===== config.mk =====
export PLATFORM = sky130hd
export DESIGN_NAME = cfx_uart_tx
export DESIGN_NICKNAME = d
export VERILOG_FILES = /design/src/rtl/cfx_tx_pkg.sv /design/src/rtl/cfx_baud_tick.sv /design/src/rtl/cfx_tx_engine.sv /design/src/rtl/cfx_uart_tx.sv
export SDC_FILE = /design/constraint.sdc
export NUM_CORES = 1
export LEC_CHECK = 0
export BUFFER_PORTS_ARGS = -buffer_cell sky130_fd_sc_hd__buf_4
export CAP_MARGIN = 20
export CORE_ASPECT_RATIO = 0.7
export CORE_MARGIN = 2
export CORE_UTILIZATION = 43
export CTS_BUF_LIST = sky130_fd_sc_hd__clkbuf_16
export CTS_CLUSTER_SIZE = 25
export DETAILED_ROUTE_END_ITERATION = 7
export HOLD_SLACK_MARGIN = 0.03
export PLACE_DENSITY = 0.6
export SLEW_MARGIN = 15
export SYNTH_ARGS = -nofsm -noshare
export SYNTH_HDL_FRONTEND = slang
export SYNTH_SLANG_ARGS = --single-unit

===== constraint.sdc =====
create_clock -name clk_i -period 3 [get_ports clk_i]
set_clock_uncertainty 0.1 [all_clocks]
set_input_delay 0.45 -clock clk_i [delete_from_list [all_inputs] [get_ports clk_i]]
set_output_delay 0.45 -clock clk_i [all_outputs]
set_load 0.05 [all_outputs]

===== src/rtl/cfx_tx_pkg.sv =====
package cfx_tx_pkg;
  localparam int unsigned BYTE_W  = 8;
  localparam int unsigned FMT_W   = 3;
  localparam int unsigned DIV_W   = 2;
  localparam int unsigned FRAME_W = 12;
  localparam int unsigned LEFT_W  = $clog2(FRAME_W);
  localparam logic [DIV_W-1:0] DIV_HOLD = 2'b11;

  typedef struct packed {
    logic eight;
    logic par_en;
    logic par_odd;
    logic two_stop;
  } frame_cfg_t;

  // Format code to frame shape; the receiver on the far side uses the same table.
  function automatic frame_cfg_t decode_fmt(input logic [FMT_W-1:0] code);
    frame_cfg_t f;
    f.eight = code[2];
    if (!code[2]) begin
      f.par_en   = 1'b1;
      f.par_odd  = code[0];
      f.two_stop = ~code[1];
    end else begin
      f.par_en   = code[1];
      f.par_odd  = code[1] & code[0];
      f.two_stop = (code[1:0] == 2'b00);
    end
    return f;
  endfunction

  // Start + data + parity + stops
  function automatic logic [LEFT_W-1:0] frame_bits(input frame_cfg_t f);
    return LEFT_W'(9) + LEFT_W'(f.eight) + LEFT_W'(f.par_en) + LEFT_W'(f.two_stop);
  endfunction
endpackage


===== src/rtl/cfx_baud_tick.sv =====
module cfx_baud_tick #(
  parameter int unsigned SYNC_STAGES = 2,
  parameter int unsigned DIV_MID     = 16,
  parameter int unsigned DIV_HI      = 64
) (
  input  logic       clk_i,
  input  logic       rst_i,
  input  logic       bclk_i,
  input  logic [1:0] div_sel_i,
  output logic       tick_o
);
  localparam int unsigned CNT_W = $clog2(DIV_HI);

  logic [SYNC_STAGES-1:0] sync_q;
  logic                   prev_q;
  logic                   edge_w;
  logic [CNT_W-1:0]       cnt_q;
  logic [CNT_W-1:0]       limit_w;

  always_ff @(posedge clk_i) begin
    if (rst_i) begin
      sync_q <= '0;
      prev_q <= 1'b0;
    end else begin
      sync_q <= {sync_q[SYNC_STAGES-2:0], bclk_i};
      prev_q <= sync_q[SYNC_STAGES-1];
    end
  end

  assign edge_w = sync_q[SYNC_STAGES-1] & ~prev_q;

  always_comb begin
    case (div_sel_i)
      2'b00:   limit_w = '0;
      2'b01:   limit_w = CNT_W'(DIV_MID - 1);
      default: limit_w = CNT_W'(DIV_HI - 1);
    endcase
  end

  // Free-running prescaler; ">=" lets a smaller divide take over cleanly.
  always_ff @(posedge clk_i) begin
    if (rst_i) begin
      cnt_q <= '0;
    end else if (edge_w) begin
      cnt_q <= (cnt_q >= limit_w) ? '0 : cnt_q + 1'b1;
    end
  end

  assign tick_o = edge_w & (cnt_q >= limit_w);
endmodule


===== src/rtl/cfx_tx_engine.sv =====
module cfx_tx_engine
  import cfx_tx_pkg::*;
(
  input  logic              clk_i,
  input  logic              rst_i,
  input  logic              load_i,
  input  logic [BYTE_W-1:0] data_i,
  input  logic [FMT_W-1:0]  fmt_i,
  input  logic [DIV_W-1:0]  div_i,
  input  logic              tick_i,
  output logic              txd_o,
  output logic              empty_o,
  output logic              busy_o,
  output logic [DIV_W-1:0]  div_lat_o
);
  logic [BYTE_W-1:0]  hold_q;
  logic               empty_q;
  logic               busy_q;
  logic               txd_q;
  logic [FRAME_W-1:0] shreg_q;
  logic [LEFT_W-1:0]  left_q;
  logic [DIV_W-1:0]   div_lat_q;

  frame_cfg_t         cfg_w;
  logic [FRAME_W-1:0] frame_w;
  logic [LEFT_W-1:0]  nbits_w;
  logic               par_w;
  logic               start_w;

  // Frame image built from the held byte and the current settings.
  always_comb begin
    cfg_w   = decode_fmt(fmt_i);
    nbits_w = frame_bits(cfg_w);
    par_w   = cfg_w.par_odd;
    frame_w = '1;
    frame_w[0] = 1'b0;
    for (int i = 0; i < BYTE_W; i++) begin
      if (i < BYTE_W - 1 || cfg_w.eight) begin
        frame_w[1+i] = hold_q[i];
        par_w        = par_w ^ hold_q[i];
      end
    end
    if (cfg_w.par_en) begin
      if (cfg_w.eight) frame_w[BYTE_W+1] = par_w;
      else             frame_w[BYTE_W]   = par_w;
    end
  end

  // A frame starts on a bit boundary: from idle, or as the last stop bit ends.
  assign start_w = tick_i && !empty_q && (!busy_q || left_q == '0);

  always_ff @(posedge clk_i) begin
    if (rst_i) begin
      hold_q    <= '0;
      empty_q   <= 1'b1;
      busy_q    <= 1'b0;
      txd_q     <= 1'b1;
      shreg_q   <= '1;
      left_q    <= '0;
      div_lat_q <= '0;
    end else begin
      if (load_i) begin
        hold_q  <= data_i;
        empty_q <= 1'b0;
      end else if (start_w) begin
        empty_q <= 1'b1;
      end

      if (start_w) begin
        busy_q    <= 1'b1;
        txd_q     <= frame_w[0];
        shreg_q   <= {1'b1, frame_w[FRAME_W-1:1]};
        left_q    <= nbits_w - 1'b1;
        div_lat_q <= div_i;
      end else if (busy_q && tick_i) begin
        if (left_q == '0) begin
          busy_q <= 1'b0;
        end else begin
          txd_q   <= shreg_q[0];
          shreg_q <= {1'b1, shreg_q[FRAME_W-1:1]};
          left_q  <= left_q - 1'b1;
        end
      end
    end
  end

  assign txd_o     = txd_q;
  assign empty_o   = empty_q;
  assign busy_o    = busy_q;
  assign div_lat_o = div_lat_q;
endmodule


===== src/rtl/cfx_uart_tx.sv =====
module cfx_uart_tx
  import cfx_tx_pkg::*;
#(
  parameter int unsigned SYNC_STAGES = 2,
  parameter int unsigned DIV_MID     = 16,
  parameter int unsigned DIV_HI      = 64
) (
  input  logic       clk_i,
  input  logic       rst_i,
  input  logic       load_i,
  input  logic [7:0] data_i,
  input  logic [2:0] fmt_i,
  input  logic [1:0] div_i,
  input  logic       bclk_i,
  output logic       txd_o,
  output logic       empty_o
);
  logic             hold_rst_w;
  logic             tick_w;
  logic             busy_w;
  logic [DIV_W-1:0] div_lat_w;
  logic [DIV_W-1:0] div_sel_w;

  assign hold_rst_w = rst_i | (div_i == DIV_HOLD);
  // Within a frame the prescaler follows the divide latched at its start.
  assign div_sel_w  = busy_w ? div_lat_w : div_i;

  cfx_baud_tick #(
    .SYNC_STAGES (SYNC_STAGES),
    .DIV_MID     (DIV_MID),
    .DIV_HI      (DIV_HI)
  ) i_tick (
    .clk_i     (clk_i),
    .rst_i     (hold_rst_w),
    .bclk_i    (bclk_i),
    .div_sel_i (div_sel_w),
    .tick_o    (tick_w)
  );

  cfx_tx_engine i_engine (
    .clk_i     (clk_i),
    .rst_i     (hold_rst_w),
    .load_i    (load_i),
    .data_i    (data_i),
    .fmt_i     (fmt_i),
    .div_i     (div_i),
    .tick_i    (tick_w),
    .txd_o     (txd_o),
    .empty_o   (empty_o),
    .busy_o    (busy_w),
    .div_lat_o (div_lat_w)
  );
endmodule


==> results.md <==
- H-tree Lvls: 2
- Crit path required time: 3.09 ns
- First-pass GRT wire length: between 6000 and 7000 um
- Root buf cell: clkbuf_16
- CTS Buf Count: 5
- Number of iterations in the first detailed-routing pass: 4
- CP Launch Point: i_engine.busy_o$_SDFFE_PP0P_
- Worst skew pair latency: 0.28 ns
- Final ANT Viol Nets: 0
- EDFF count, synth: 0
- DR vias: 1415
- Antenna Cells: 0
- Syn_nets: 210
- Unrepaired setup endpoints after global routing: false
- Max-cap viol count: 0
- Routed wire length: 3582 um
- FF-to-FF End: i_engine.left_q[1]$_SDFFE_PP0P_
- CTS clock-pin slew for the worst setup and hold paths: about 0.050 ns
- Worst-margin pin slew: ~0.59 ns
- Max transition margin: between 60 and 70%
- Post-CTS setup buffer count: 0
- CTS resizes: 0
- Finish-stage setup viols: 0
- Core area: slightly below 4000 um^2
- Largest net degree at the start of global routing: 24
- Buf/Inv on CP: 1
- Wire per inst: 13.62 um
- Pleak: just over 0.8 nW
- VDD IR-drop max: 0.2651 mV
- Crit path max-delay family: simple AND/OR/NAND/NOR gates
- Via/cell ratio: between 5 and 6
- CP peak stage delay: 0.43 ns
- Die height: 56.90 um
- PwrDens: about 520 nW/um^2
- DR DRC count: 0
- Post-detail-place hpwl: between 2000 and 3000 um
- Outcome: completed
- Worst hold path endpoint: i_tick.sync_q[0]$_SDFF_PP0_
- Worst Path Class, Setup: flop to flop
- Seq cells post-synth: 35
- Num ports: 19
- Slowest cell on crit path: dfxtp_1
- Number of unique standard cell types used by synthesis: between 40 and 50
- Maximum fanout along the worst path: 11
- Post-CTS Hold Fix Bufs: 0
- Final-report max-slew violation count: 0
- Fill count: 344
- Syn Inst Count: 186
- Yosys warnings: 0
- Top FF cell, synth: dfxtp_1
- TritonCTS clock tree: done
- Type of origin of the critical path: flop
- Final GP Congestion: 0.8034
- Fin Setup TNS: 0 ns
- Worst Min Path Start: bclk_i
- Final #Nets: approximately 230
- Synthesized area: between 1500 and 2000 um^2
- R2R Setup Slk: 0.22 ns
- Total congestion overflow: 0
- Initial antenna violation count: 0
- Critical path arrival: 2.87 ns
- Max Freq: 359.6 MHz
- Port Buffers: 18
- Most common cell after layout, fill and taps aside: dfxtp_1
- Tcrit/Tclk final: 92.69%
- Total power: 0.001080 W
- Average size of a mapped cell: 9.243 um^2
- Bufs on Longest Clock Path: 2
- Layout area overhead: 20.89%
- Most frequent cells in the layout: dfxtp_1, buf_4, nor2_1
- R2R Path Start: i_engine.busy_o$_SDFFE_PP0P_
- Worst setup EP type: flop
- Seq/Total Area, Yosys: between 40 and 50%
- Layout cells sized above 1: 17.06%
- Die area: 4528 um^2
- Initial Utilization: between 40 and 50%
- Row cnt: 19
- Clock sink count: 35
- CP Cell Sequence: or3b_1, nand2_1, ha_1, nor4_1, buf_4, a21oi_4, o21a_1, mux2i_1, a311oi_1
- R2R depth: 9
- Final hold vios: 0
- First-iteration detailed-routing DRC count: 90
- Min-Delay Path Class: input port to flop
- Fin crit period: 2.781 ns
- WHS Path Cells: 2
- Post-synth ARST share: 0%
- Total track usage: around 18%
- Vias in the first global route: 1258
- Die width: between 70 and 80 um
-- worst max-delay path by stage --
stage / slack [ns] / cells past startpoint / endpoint
2_1_floorplan: 0.36 / 8 / i_engine.shreg_q[5]$_SDFFE_PP1P_
3_3_place_gp: 0.20 / 9 / i_engine.txd_o$_SDFFE_PP1P_
3_5_place_dp: 0.08 / 10 / i_engine.left_q[1]$_SDFFE_PP0P_
4_1_cts: 0.20 / 9 / i_engine.left_q[1]$_SDFFE_PP0P_
5_1_grt: 0.04 / 8 / i_engine.left_q[1]$_SDFFE_PP0P_
6_report: 0.22 / 9 / i_engine.left_q[1]$_SDFFE_PP0P_
-- worst register-to-register path, stage by stage (launching register included) --
cell	delay, ns
dfxtp_1	0.43
or3b_1	0.43
nand2_1	0.09
ha_1	0.24
nor4_1	0.29
buf_4	0.18
a21oi_4	0.04
o21a_1	0.39
mux2i_1	0.21
a311oi_1	0.29
-- metrics by stage --
stage | hold slack [ns] | std cells | util [%] | worst slack [ns] | instance area [um^2]
floorplan | 0.3057 | 186 | - | 0.3640 | 1719
global placement | 0.3081 | 255 | 49.89 | 0.1960 | 1933
detailed placement | 0.3229 | 255 | 49.89 | 0.08240 | 1933
CTS | 0.2707 | 263 | 53.63 | 0.2037 | 2078
global route | 0.2729 | 263 | 53.63 | 0.04441 | 2078
finish | 0.2730 | 263 | 53.63 | 0.2193 | 2078
-- registers in the layout (all words and copies together) (netlist names) --
name and cells:
i_engine.hold_q 8, i_engine.div_lat_o 2, i_engine.txd_o 1, i_tick.prev_q 1, i_engine.busy_o 1, i_engine.shreg_q 9, i_engine.left_q 4, i_tick.cnt_q 6
i_engine.empty_o 1, i_tick.sync_q 2
-- report_power, final --
group,switching [W],internal [W]
logic,0.0000472,0.0000459
registers,0.00000780,0.000473
clock network,0.000200,0.000306
total,0.000255,0.000825
-- cell type report --
class | count | area (um^2) | share of cell area (%)
well taps | 52 | 65.06 | 3.131
flip-flops and latches | 35 | 700.7 | 33.71
repair buffers | 23 | 172.7 | 8.308
clock buffers | 5 | 125.1 | 6.020
multi-input cells | 139 | 972.2 | 46.78
inverters | 6 | 22.52 | 1.084
clock inverters | 3 | 20.02 | 0.9633
-- synthesized netlist by cell type (all sizes together), types with 2 or more instances --
master / count / area [um^2]
nor3b: 2 / 15.01
o21a: 2 / 15.01
a21oi: 12 / 71.32
inv: 6 / 22.52
clkbuf: 5 / 18.77
dfxtp: 35 / 700.7
nor2: 22 / 82.58
nand2b: 4 / 25.02
a22oi: 8 / 60.06
xnor2: 8 / 70.07
o211ai: 2 / 28.78
xor2: 4 / 35.03
mux2i: 17 / 170.2
nand4: 2 / 12.51
a31oi: 2 / 12.51
ha: 6 / 75.07
nand3: 3 / 15.01
or3: 3 / 18.77
or4: 2 / 15.01
o21ai: 7 / 35.03
o31ai: 2 / 15.01
and2: 4 / 25.02
nand2: 13 / 48.80
-- layer usage --
| layer | GRT usage (%) | share of wire, % | wire, um |
|---|---|---|---|
| met1 | 24.15 | 50 | 1801 |
| met2 | 24.97 | 41 | 1486 |
| met3 | 7.074 | 6.5 | 232 |
| met4 | 6.897 | 1.7 | 61 |
| met5 | 0 | 0 | 0 |
-- cells by family (layout without fill, tap and decap cells) --
kind of cell,after synthesis,in the layout,synth area share [%]
fa+ha+maj,7,7,5.531
mux,17,17,9.898
xor+xnor,12,12,6.113
simple gates,61,61,17.54
buf+inv,12,37,2.693
compound gates,42,42,17.47
flops,35,35,40.76
No activity file was read; power rests on OpenSTA's default activity.
